--- config.mk ---
export PLATFORM = sky130hd
export DESIGN_NAME = gpio_masked
export DESIGN_NICKNAME = d
export VERILOG_FILES = /design/src/rtl/gpio_masked_pkg.sv /design/src/rtl/gpio_sync.sv /design/src/rtl/gpio_addr_dec.sv /design/src/rtl/gpio_port.sv /design/src/rtl/gpio_masked.sv
export SDC_FILE = /design/constraint.sdc
export NUM_CORES = 1
export LEC_CHECK = 0
export ABC_AREA = 1
export CORE_ASPECT_RATIO = 1.4
export CORE_MARGIN = 10
export CORE_UTILIZATION = 40
export DETAILED_ROUTE_END_ITERATION = 10
export DONT_BUFFER_PORTS = 1
export GPL_TIMING_DRIVEN = 0
export PLACE_DENSITY = 0.51
export SKIP_CTS_REPAIR_TIMING = 1
export SYNTH_ARGS = -nofsm -noshare
export SYNTH_HDL_FRONTEND = slang
export SYNTH_HIERARCHICAL = 1
export SYNTH_SLANG_ARGS = --single-unit
--- constraint.sdc ---
create_clock -name clk -period 2.3 [get_ports clk]
set_input_delay 0.23 -clock clk [delete_from_list [all_inputs] [get_ports clk]]
set_output_delay 0.23 -clock clk [all_outputs]
set_load 0.05 [all_outputs]
--- src/rtl/gpio_masked_pkg.sv ---
package gpio_masked_pkg;
  localparam int PORT_W = 8;
  localparam int SLOT_W = 2;
  localparam int GRP_W  = 3;

  typedef enum logic [GRP_W-1:0] {
    GRP_EN   = 3'd0,
    GRP_OE   = 3'd1,
    GRP_OUT  = 3'd2,
    GRP_IN   = 3'd3,
    GRP_STAT = 3'd4,
    GRP_IEN  = 3'd5,
    GRP_LVL  = 3'd6,
    GRP_CLR  = 3'd7
  } grp_e;

  function automatic logic [PORT_W-1:0] merge_bits(
    input logic [PORT_W-1:0] old_v,
    input logic [PORT_W-1:0] mask,
    input logic [PORT_W-1:0] val
  );
    return (old_v & ~mask) | (val & mask);
  endfunction
endpackage

--- src/rtl/gpio_sync.sv ---
module gpio_sync #(
  parameter int W = 32
) (
  input  logic         clk,
  input  logic         rst_n,
  input  logic [W-1:0] d,
  output logic [W-1:0] q
);
  logic [W-1:0] stage1;

  always_ff @(posedge clk or negedge rst_n) begin
    if (!rst_n) begin
      stage1 <= '0;
      q      <= '0;
    end else begin
      stage1 <= d;
      q      <= stage1;
    end
  end
endmodule

--- src/rtl/gpio_addr_dec.sv ---
module gpio_addr_dec
  import gpio_masked_pkg::*;
#(
  parameter int AW    = 12,
  parameter int NPORT = 4
) (
  input  logic              [AW-1:0] addr,
  output logic                       acc_ok,
  output logic                       alias_sel,
  output grp_e                       grp,
  output logic          [SLOT_W-1:0] slot
);
  localparam int ALIAS_BIT = AW - 1;

  always_comb begin
    slot      = addr[3:2];
    grp       = grp_e'(addr[6:4]);
    alias_sel = addr[ALIAS_BIT];
    acc_ok    = (addr[ALIAS_BIT-1:7] == '0) && (addr[1:0] == 2'b00) &&
                (int'(slot) < NPORT);
  end
endmodule

--- src/rtl/gpio_port.sv ---
module gpio_port
  import gpio_masked_pkg::*;
#(
  parameter int W = PORT_W
) (
  input  logic         clk,
  input  logic         rst_n,
  input  logic         wr,
  input  grp_e         grp,
  input  logic         alias_sel,
  input  logic [W-1:0] wmask,
  input  logic [W-1:0] wval,
  input  logic [W-1:0] sync_in,
  output logic [W-1:0] en_q,
  output logic [W-1:0] oe_q,
  output logic [W-1:0] out_q,
  output logic [W-1:0] lvl_q,
  output logic [W-1:0] ien_q,
  output logic [W-1:0] stat_q
);
  logic [W-1:0] mask;
  logic [W-1:0] clr;
  logic [W-1:0] hit;

  always_comb begin
    mask = alias_sel ? wmask : '1;
    clr  = (wr && grp == GRP_CLR) ? (mask & wval) : '0;
    hit  = en_q & ~(sync_in ^ lvl_q);
  end

  always_ff @(posedge clk or negedge rst_n) begin
    if (!rst_n) begin
      en_q   <= '0;
      oe_q   <= '0;
      out_q  <= '0;
      lvl_q  <= '0;
      ien_q  <= '0;
      stat_q <= '0;
    end else begin
      if (wr) begin
        case (grp)
          GRP_EN:  en_q  <= merge_bits(en_q, mask, wval);
          GRP_OE:  oe_q  <= merge_bits(oe_q, mask, wval);
          GRP_OUT: out_q <= merge_bits(out_q, mask, wval);
          GRP_IEN: ien_q <= merge_bits(ien_q, mask, wval);
          GRP_LVL: lvl_q <= merge_bits(lvl_q, mask, wval);
          default: ;
        endcase
      end
      stat_q <= (stat_q & ~clr) | hit;
    end
  end
endmodule

--- src/rtl/gpio_masked.sv ---
module gpio_masked
  import gpio_masked_pkg::*;
#(
  parameter int AW    = 12,
  parameter int DW    = 32,
  parameter int NPORT = 4
) (
  input  logic                    clk,
  input  logic                    rst_n,
  input  logic                    bus_sel,
  input  logic                    bus_wr,
  input  logic [AW-1:0]           bus_addr,
  input  logic [DW-1:0]           bus_wdata,
  output logic [DW-1:0]           bus_rdata,
  input  logic [NPORT*PORT_W-1:0] pad_in,
  output logic [NPORT*PORT_W-1:0] pad_out,
  output logic [NPORT*PORT_W-1:0] pad_oe,
  output logic                    irq
);
  localparam int NPIN = NPORT * PORT_W;

  logic              acc_ok;
  logic              alias_sel;
  grp_e              grp;
  logic [SLOT_W-1:0] slot;
  logic [NPIN-1:0]   sync_in;

  logic [PORT_W-1:0] en_a   [NPORT];
  logic [PORT_W-1:0] oe_a   [NPORT];
  logic [PORT_W-1:0] out_a  [NPORT];
  logic [PORT_W-1:0] lvl_a  [NPORT];
  logic [PORT_W-1:0] ien_a  [NPORT];
  logic [PORT_W-1:0] stat_a [NPORT];
  logic [NPORT-1:0]  port_irq;

  gpio_addr_dec #(.AW(AW), .NPORT(NPORT)) u_dec (
    .addr      (bus_addr),
    .acc_ok    (acc_ok),
    .alias_sel (alias_sel),
    .grp       (grp),
    .slot      (slot)
  );

  gpio_sync #(.W(NPIN)) u_sync (
    .clk   (clk),
    .rst_n (rst_n),
    .d     (pad_in),
    .q     (sync_in)
  );

  for (genvar p = 0; p < NPORT; p++) begin : g_port
    logic port_wr;
    assign port_wr = bus_sel && bus_wr && acc_ok && (int'(slot) == p);

    gpio_port #(.W(PORT_W)) u_port (
      .clk       (clk),
      .rst_n     (rst_n),
      .wr        (port_wr),
      .grp       (grp),
      .alias_sel (alias_sel),
      .wmask     (bus_wdata[2*PORT_W-1:PORT_W]),
      .wval      (bus_wdata[PORT_W-1:0]),
      .sync_in   (sync_in[p*PORT_W +: PORT_W]),
      .en_q      (en_a[p]),
      .oe_q      (oe_a[p]),
      .out_q     (out_a[p]),
      .lvl_q     (lvl_a[p]),
      .ien_q     (ien_a[p]),
      .stat_q    (stat_a[p])
    );

    assign pad_out[p*PORT_W +: PORT_W] = out_a[p];
    assign pad_oe[p*PORT_W +: PORT_W]  = en_a[p] & oe_a[p];
    assign port_irq[p]                 = |(stat_a[p] & ien_a[p]);
  end

  assign irq = |port_irq;

  logic [PORT_W-1:0] rd_byte;

  always_comb begin
    rd_byte = '0;
    if (acc_ok) begin
      case (grp)
        GRP_EN:   rd_byte = en_a[slot];
        GRP_OE:   rd_byte = oe_a[slot];
        GRP_OUT:  rd_byte = out_a[slot];
        GRP_IN:   rd_byte = sync_in[slot*PORT_W +: PORT_W];
        GRP_STAT: rd_byte = stat_a[slot];
        GRP_IEN:  rd_byte = ien_a[slot];
        GRP_LVL:  rd_byte = lvl_a[slot];
        default:  rd_byte = '0;
      endcase
    end
  end

  always_ff @(posedge clk or negedge rst_n) begin
    if (!rst_n) begin
      bus_rdata <= '0;
    end else if (bus_sel && !bus_wr) begin
      bus_rdata <= DW'(rd_byte);
    end
  end
endmodule

## Word level (Yosys, flattened, before mapping)

Cells that the tools add are included.

- Flip-flop bits (word level): 264
- Bits of input ports: 80
- Output and inout port bits: 97

- $lt $le $gt $ge: 1
- Equal/unequal tests: 10
- Shift-type cells: 1
- Muxes and demuxes: 25
- Bitwise operators: 75
- Reductions and logical operators: 38

Operators with widths:

| operator | number |
|---|---|
| $and A8 B8 Y8 | 37 |
| $or A8 B8 Y8 | 24 |
| $mux W8 | 18 |
| $bmux W8 S2 | 6 |
| $not A8 Y8 | 9 |
| $pmux W8 S7 | 1 |
| $reduce_and A2 Y1 | 20 |
| $reduce_or A32 Y1 | 1 |
| $shiftx A32 B6 Y8 | 1 |
| $xor A8 B8 Y8 | 4 |
| $eq A3 B3 Y1 const B | 4 |
| $logic_and A1 B1 Y1 | 12 |
| $eq A3 B2 Y1 const B | 2 |
| $eq A2 B2 Y1 const B | 2 |
| $logic_not A2 Y1 | 2 |
| $logic_not A4 Y1 | 1 |
| $eq A3 B1 Y1 const B | 1 |
| $ge A3 B3 Y1 const B | 1 |
| $logic_not A3 Y1 | 1 |
| $not A2 Y3 | 1 |
| $eq A2 B1 Y1 const B | 1 |
| $logic_not A1 Y1 | 1 |

## Longest topological paths before layout

Gate-level depths: netlist of the first run.

- Word-level depth: 9
- Depth in mapped cells: 14
- Mapped depth without buffers: 11

## Cells and area by module

The synthesis of the first run kept the hierarchy.

By module, submodules not included:

| module | times used | cells an instance | area each (um2) |
|---|---|---|---|
| gpio_port | 4 | 306 | 2359.8 |
| gpio_masked | 1 | 818 | 3505.9 |
| gpio_sync | 1 | 64 | 1601.5 |
| gpio_addr_dec | 1 | 11 | 66.3 |

## Worst setup path before layout of the first run

Ideal clock, no wire load.

- Path kind: input-to-reg
- Start point: input port bus_addr[3]
- End point: register with a tool-made name
- Setup time: 117 ps
- Arrival time: 1798 ps
- Path slack: 385 ps
- Cell stages on the path: 12
- Buffers on the path: 5
- Path through: buf_4 -> buf_2 -> inv_1 -> buf_4 -> buf_2 -> nor3_1 -> nand2_2 -> nor2_4 -> buf_4 -> nand2_1 -> nand2_1 -> nand2_1

RTL lines:

| item | line | text |
|---|---|---|
| start: declaration | gpio_masked.sv:12 | `input logic [AW-1:0] bus_addr,` |

==> results summary, run 1 <==
For the finished layout, the period the worst path requires is 2.293 ns. The sequential share of power is between 40% and 50%. The share of total power in combinational logic came out at under 10%.

The largest individual stage delay along the critical path comes from the cell sky130_fd_sc_hd__nand4_1. Traced cell by cell, the critical path runs through nand2_1 -> nand4_1 -> nor2_1 -> nand4_1. The number of flip-flops and latches in the synthesized netlist is roughly 260. The critical path is of the register to output pin type. The die outline height is 246.2 um. The internal power of the cells totals 7721 uW. The final layout net count is between 2k and 2.5k. At the pin with the least slew margin, the transition time is 1.041 ns. Cells fill 46.91% of the core in the end. The via count of the first global-routing pass came out at around 14k.

met2 is the most crowded layer. The number of buffers and inverters on the critical path is 0. The per-instance average area after synthesis is 6.903 um^2.

Across all register-to-register paths, the minimum setup slack is 0.53 ns. In the final layout, the share of cells above drive strength 1 is under 10%. In this run the number of H-tree levels came out at 1. The post-synthesis to final-layout area growth came out at 15.27%. The worst slack after detailed placement came out at -0.3155 ns. The worst-case reg-to-reg path depth is 10. The maximum ir drop on the vdd rail came out at 0.5892 mV. The critical path crosses 4 cells after its start point. In the finished design, the share of the clock period the worst path needs comes to about 100%. The maximum fanout count along the critical path is 3.

The required arrival time at the worst endpoint is 2.07 ns. On the critical path the largest part of the delay comes from simple AND/OR/NAND/NOR gates. The total wire length after detailed routing came out at about 68000 um. Across the run, the number of max-cap violations was 0. The final worst-path setup slack came out at 0.007202 ns.

The total number of vias is around 14k. For the worst setup path, the data arrival time is slightly above 2 ns. The post-synthesis cell count is 2117. The width of the die is 181.5 um. The most common cell after layout, fill and taps aside is sky130_fd_sc_hd__nand2_1.

The clock network power share is a little under half. The remaining design rule violation count came out at 0. The number of I/O pins came out at roughly 180. The clock drives approximately 260 sinks. Counting the buffers created by CTS gives 28. On the worst path, the slowest cell contributes a delay of around 0.57 ns. The clock tree skew after final layout is 0.01629 ns. The terminus of the critical flop-to-flop path is bus_rdata[1].

Global routing used between 30% and 40% of the available met1 tracks. The buffer depth of the longest clock path is 3. The number of antenna violations at the first check in global routing was 3. The count of final max-slew check failures came out at 0.

CTS placed an instance of sky130_fd_sc_hd__clkbuf_16 at the clock tree root. The hold violation total from the final report is 279. The detailed-router iteration count before antenna repair came out at 6. The library cells used most frequently in the layout, excluding fill and tap cells, are sky130_fd_sc_hd__nand2_1 (1189), sky130_fd_sc_hd__dfrtp_1 (258), sky130_fd_sc_hd__nand3_1 (234). The worst hold path belongs to the class input port to asynchronous set/reset pin.

The count of input and output buffers is 0. For this run, global-route usage on met2 was measured as between 50% and 60%. The endpoint of the most critical setup path is irq. The aggregate global routing overflow came out at 0. The category of the worst setup path capture point is an output pin. The net switching component of the power came out at ~2800 uW. The flow ran to the end, but the final reports show violations. TritonCTS built the clock tree.

The placed wire-length estimate after detailed placement is 49530 um. The number of distinct library cell variants in the gate-level netlist after synthesis came out at 23. The analysis attributes to cell leakage a power of approximately 0.0091 uW.

Setup repair after global routing could not meet its margin everywhere. The mean number of vias per cell came out at 5.338. The wire length of the first global-routing pass came out at ~95000 um. The checks that failed: hold timing. The count of synthesis-stage warnings from yosys came out at 6.

The routed wirelength normalized by instance count is approximately 25 um. The most used cell along the critical path is sky130_fd_sc_hd__nand4_1. Clock-pin slew was measured on the worst setup and hold paths at around 0.060 ns. Sequential cells were found to cover 45.21% of the synthesized design area. The normalized max-slew margin is between 30 and 40%.

The setup TNS came out at 0 ns. The count of standard-cell rows is between 80 and 90. The initial utilization of the core area, before any placement, comes to between 40% and 50%.

Across all hold checks on the routed design, the worst slack comes to -0.6450 ns. Based on the critical path, the design can be clocked at up to 436.1 MHz. The global placement routability congestion came out at between 0.9 and 1. The die area is 44680 um^2. The count of nets left with antenna violations once routing finished came out at 0. The placeable core area came out at 35910 um^2. Dividing total power by cell area gives a power density of ~620 nW/um^2.

The worst setup path is launched from a register. The final number of setup-violating endpoints came out at 0. In the global route stage, met3 resource usage came out at under 10%.

For the worst-skew pair, the clock arrives at the later sink with an insertion delay of 0.58 ns. The global-route usage over all layers came out at just under 30%. The DRC marker count from the first detailed-route iteration came out at approximately 1.5k. The switching share of total power came out at 26.54%. The maximum number of pins on one net before global-route repair is 265. After the flow finishes, the layout carries non-filler instances totaling 2708.

In this run the cell area of the synthesized design comes to roughly 15000 um^2. The number of cells in the design after placement came out at between 2k and 3k.
-- power groups by stage --
stage	clock network (uW)	registers, uW	logic (uW)
3_3_place_gp	0	4870	756
3_5_place_dp	0	4870	757
6_report	4750	4780	976
2_1_floorplan	0	4840	543
4_1_cts	4840	4780	759
5_1_grt	5010	4780	1030
-- layout make-up --
cell class	count	area, um^2
fillers	3841	19070
inverters	131	496.7
clock inverters	13	146.4
well taps	462	578.1
multi-input cells	1649	7044
flip-flops and latches	264	6614
diodes	3	7.507
clock buffers	38	799.5
plain buffers	96	564.3
repair buffers	52	593.1
-- worst reg2reg max path: stages (launching register included) --
cell                      delay, ns
sky130_fd_sc_hd__dfrtp_1       0.69
sky130_fd_sc_hd__nand2_1       0.33
sky130_fd_sc_hd__nand2_1       0.16
sky130_fd_sc_hd__nand2_1       0.08
sky130_fd_sc_hd__nand2_1       0.09
sky130_fd_sc_hd__nand2_1       0.05
sky130_fd_sc_hd__nand2_1       0.08
sky130_fd_sc_hd__nor2_1        0.04
sky130_fd_sc_hd__nand2_1       0.06
sky130_fd_sc_hd__nand2_1       0.05
sky130_fd_sc_hd__nand2_1       0.08
-- worst min path at each step --
stage                      from                          to  slack (ns)  cells past startpoint
after floorplan           rst_n                bus_rdata[0]       -0.07                      0
after global placement    rst_n  asynchronous set/reset pin       -0.06                      0
after global routing      rst_n           u_sync/stage1[13]       -0.66                      0
after CTS                 rst_n  asynchronous set/reset pin       -0.67                      0
final                     rst_n  asynchronous set/reset pin       -0.65                      0
after detailed placement  rst_n  asynchronous set/reset pin       -0.06                      0
-- synthesized netlist by cell type --
master                        n  area [um^2]
sky130_fd_sc_hd__a21oi_1     32        160.2
sky130_fd_sc_hd__a22o_1       2        17.52
sky130_fd_sc_hd__a31oi_1      1        6.260
sky130_fd_sc_hd__buf_2       43        215.2
sky130_fd_sc_hd__buf_4       40        300.3
sky130_fd_sc_hd__clkbuf_1    13        48.80
sky130_fd_sc_hd__conb_1       1        3.750
sky130_fd_sc_hd__dfrtp_1    264         6606
sky130_fd_sc_hd__inv_1      123        461.7
sky130_fd_sc_hd__inv_2        6        22.52
sky130_fd_sc_hd__inv_4        2        12.51
sky130_fd_sc_hd__nand2_1   1191         4471
sky130_fd_sc_hd__nand2_2     12        75.07
sky130_fd_sc_hd__nand3_1    234         1171
sky130_fd_sc_hd__nand4_1     40        250.2
sky130_fd_sc_hd__nor2_1      38        142.6
sky130_fd_sc_hd__nor2_2      23        143.9
sky130_fd_sc_hd__nor2_4       8        90.09
sky130_fd_sc_hd__nor3_1       4        20.02
sky130_fd_sc_hd__nor3_2       1        10.01
sky130_fd_sc_hd__nor3_4       6        97.59
sky130_fd_sc_hd__or2_1        1        6.260
sky130_fd_sc_hd__xnor2_1     32        280.3
-- metal layers --
layer | share of wire [%] | up-vias
met1 | 38 | 6917
met2 | 49 | 629
met4 | 6.7 | 2
li1 | - | 6751
met5 | 0.018 | -
met3 | 6.2 | 155
-- metrics by stage --
stage | area, um^2 | power, uW
CTS | 16220 | 10380
finish | 16840 | 10510
detailed placement | 15280 | 5624
global route | 16840 | 10820
global placement | 15280 | 5622
floorplan | 14700 | 5379
-- cell families after synthesis --
kind of cell	count (synthesis)	share of synthesized area, %
AOI/OAI and AO/OA	35	1.259
xor gates and xnor gates	32	1.918
buffers and inverters	227	7.261
DFF	264	45.21
other	1	0.02566
and+or+nand+nor	1558	44.33
Power figures use the tool's default switching activity.
==> run 2: changes to the inputs <==
--- a/config.mk
+++ b/config.mk
@@ -12,6 +12,7 @@
 export DETAILED_ROUTE_END_ITERATION = 10
 export DONT_BUFFER_PORTS = 1
 export GPL_TIMING_DRIVEN = 0
+export HOLD_SLACK_MARGIN = 0.08
 export PLACE_DENSITY = 0.51
 export SKIP_CTS_REPAIR_TIMING = 1
 export SYNTH_ARGS = -nofsm -noshare
==> results summary, run 2 (same netlist as run 1, synthesis figures left out) <==
The detailed-router iteration count before antenna repair came out at 5. The worst setup path is captured at an output pin. Setup repair after global routing could not meet its margin everywhere. TritonCTS built the clock tree.

The placed wire-length estimate after detailed placement came out at 49530 um. The final number of setup-violating endpoints is 0. The hold violation total from the final report is 264. Counting along the longest clock path gives a buffer depth of 3. In this run the power density over the cells is around 620 nW/um^2. The total wire length after detailed routing is a little under 70000 um. The required arrival time at the worst endpoint came out at 2.07 ns. STA classifies the critical path startpoint as a register. The fraction of final layout cells sized beyond drive strength 1 is under 10%.

The wire length of the first global-routing pass came out at ~95000 um. During I/O placement, the number of pins put on the boundary was around 180. Input and output buffers added on the ports amount to 0. The count of standard-cell rows is slightly above 80. At the pin with the least slew margin, the transition time is 0.8384 ns. The remaining antenna violation count after routing came out at 0. The total overflow left after global routing is 0. The normalized max-slew margin came out at between 40 and 50%. After routing, the total negative slack on setup checks comes to 0 ns. The global placement routability congestion came out at ~0.99. The maximum fanout count along the critical path is 3.

The checks that failed: hold timing. The largest single stage delay on the critical path is approximately 0.6 ns. The placeable core area is between 30000 and 40000 um^2. The area of all placed cells without fillers came out at around 17000 um^2. The endpoint identified for the worst register-to-register timing path is bus_rdata[7]. The tree is rooted in a sky130_fd_sc_hd__clkbuf_16.

The die outline height came out at around 250 um. The CTS H-tree depth is 1. The fmax came out at 438.8 MHz. Clock-pin slew was measured on the worst setup and hold paths at roughly 0.07 ns. Hold timing on the final database bottoms out at a slack of -0.6440 ns. The number of standard cells in the final layout excluding fillers is ~2.7k. The total number of vias came out at approximately 14k. At the worst endpoint, the arrival time is between 2 and 2.5 ns. The routed wirelength normalized by instance count came out at 24.97 um. The final worst-path setup slack came out at between 0.02 and 0.025 ns. The total clock buffers created by CTS came out at 28. The number of maximum-capacitance violations is 0.

The detailed router finished its first iteration with ~1.5k violations. The via count of the first global-routing pass is 13.76k. The buffers plus inverters on the worst setup path came out at 0.

The number of cells in the design after placement is roughly 2.6k. The cell area after placement came out at approximately 15000 um^2. The count of fill cells added during filler insertion is 3841. The flow ran to the end, but the final reports show violations. In the routed design, unresolved DRC markers number 0.

The top cell types in the final layout, fill and taps aside, are sky130_fd_sc_hd__nand2_1 (1189), sky130_fd_sc_hd__dfrtp_1 (258), sky130_fd_sc_hd__nand3_1 (234). The width of the die came out at ~180 um. The library cell used most frequently in the layout, excluding fill and tap cells, is sky130_fd_sc_hd__nand2_1.

Relative to the synthesized area, the layout overhead comes to 15.95%. The static leakage came out at roughly 0.0092 uW. The final layout net count is approximately 2.3k. The global-route usage over all layers came out at ~29%. The clock tree skew after final layout came out at between 0.015 and 0.02 ns. For the worst-skew pair, the clock arrives at the later sink with an insertion delay of 0.58 ns. The count of final max-slew check failures came out at 0.

Walking the worst path, the cells encountered are nand2_2 -> nand4_1 -> nor2_2 -> nand4_1. The number of antenna violations at the first check in global routing came to 3. After layout, the worst path uses 99.09% of the clock period. The number of sinks handled by clock tree synthesis is 264. The reg2reg setup slack is 0.55 ns. The worst-case reg-to-reg path depth came out at 10. The die area is between 40000 and 50000 um^2.

The mean number of vias per cell is ~5.3. The maximum number of pins on one net before global-route repair came out at ~270. The type of the worst min-delay path is input port to asynchronous set/reset pin. The maximum ir drop on the vdd rail came out at a little under 0.6 mV. At the placement stage, the worst setup path has a slack of -0.3155 ns. The shortest clock period the worst path allows after layout came out at 2.279 ns. The path type of the worst setup path is register to output pin. The starting density of the core came out at between 40% and 50%. The cell that appears most often on the critical path is sky130_fd_sc_hd__nand4_1. The top cell family by delay on the critical path is simple AND/OR/NAND/NOR gates. The cell with the largest stage delay on the worst path is sky130_fd_sc_hd__nand4_1.
run 2: changes by cell type in the layout (fill, tap and decap cells not counted), sizes merged:
cell | before | now
dlygate4sd3 | 41 | 51
run 2: worst register-to-register path: stages, from the launching register on:
cell	delay, ns
sky130_fd_sc_hd__dfrtp_1	0.72
sky130_fd_sc_hd__nand2_1	0.23
sky130_fd_sc_hd__nand2_1	0.17
sky130_fd_sc_hd__nand2_1	0.09
sky130_fd_sc_hd__nand2_1	0.09
sky130_fd_sc_hd__nand2_1	0.05
sky130_fd_sc_hd__nand2_1	0.08
sky130_fd_sc_hd__nor2_1	0.04
sky130_fd_sc_hd__nand2_1	0.10
sky130_fd_sc_hd__nand2_1	0.06
sky130_fd_sc_hd__nand2_1	0.07
run 2: worst max path at each step:
stage                                            end  slack [ns]  cells past startpoint
after global routing                             irq       -0.03                      4
final                                            irq        0.02                      4
after global placement    g_port[2].u_port/stat_q[5]       -0.30                     11
after CTS                                        irq       -0.07                      4
after detailed placement                    register       -0.32                     10
after floorplan                             register        0.38                     12
run 2: per-stage QoR:
step,util [%],power [uW]
after floorplan,-,5379
after global placement,42.54,5622
after detailed placement,42.54,5624
after CTS,45.18,10380
after global routing,47.17,10850
final,47.18,10540
run 2: cell type report:
type                       count  area [um^2]  share of cell area [%]
clock inverter                13        146.4                  0.8640
sequential                   264         6614                   39.03
clock buffer                  38        799.5                   4.719
antenna                        3        7.507                 0.04431
tap                          462        578.1                   3.412
inverter                     131        496.7                   2.932
timing repair buffer          62        693.2                   4.091
multi-input combinational   1649         7044                   41.57
buffer                        96        564.3                   3.330
run 2: power breakdown:
group          internal, uW  switching, uW
clock                  2760           1990
sequential             4710           70.5
combinational           256            753
total                  7730           2810
run 2: metal layers:
layer	GRT usage (%)	part of all wire, %
met4	17.65	6.4
met5	0	0.019
met1	33.18	38
met3	3.623	6.1
met2	50.58	50
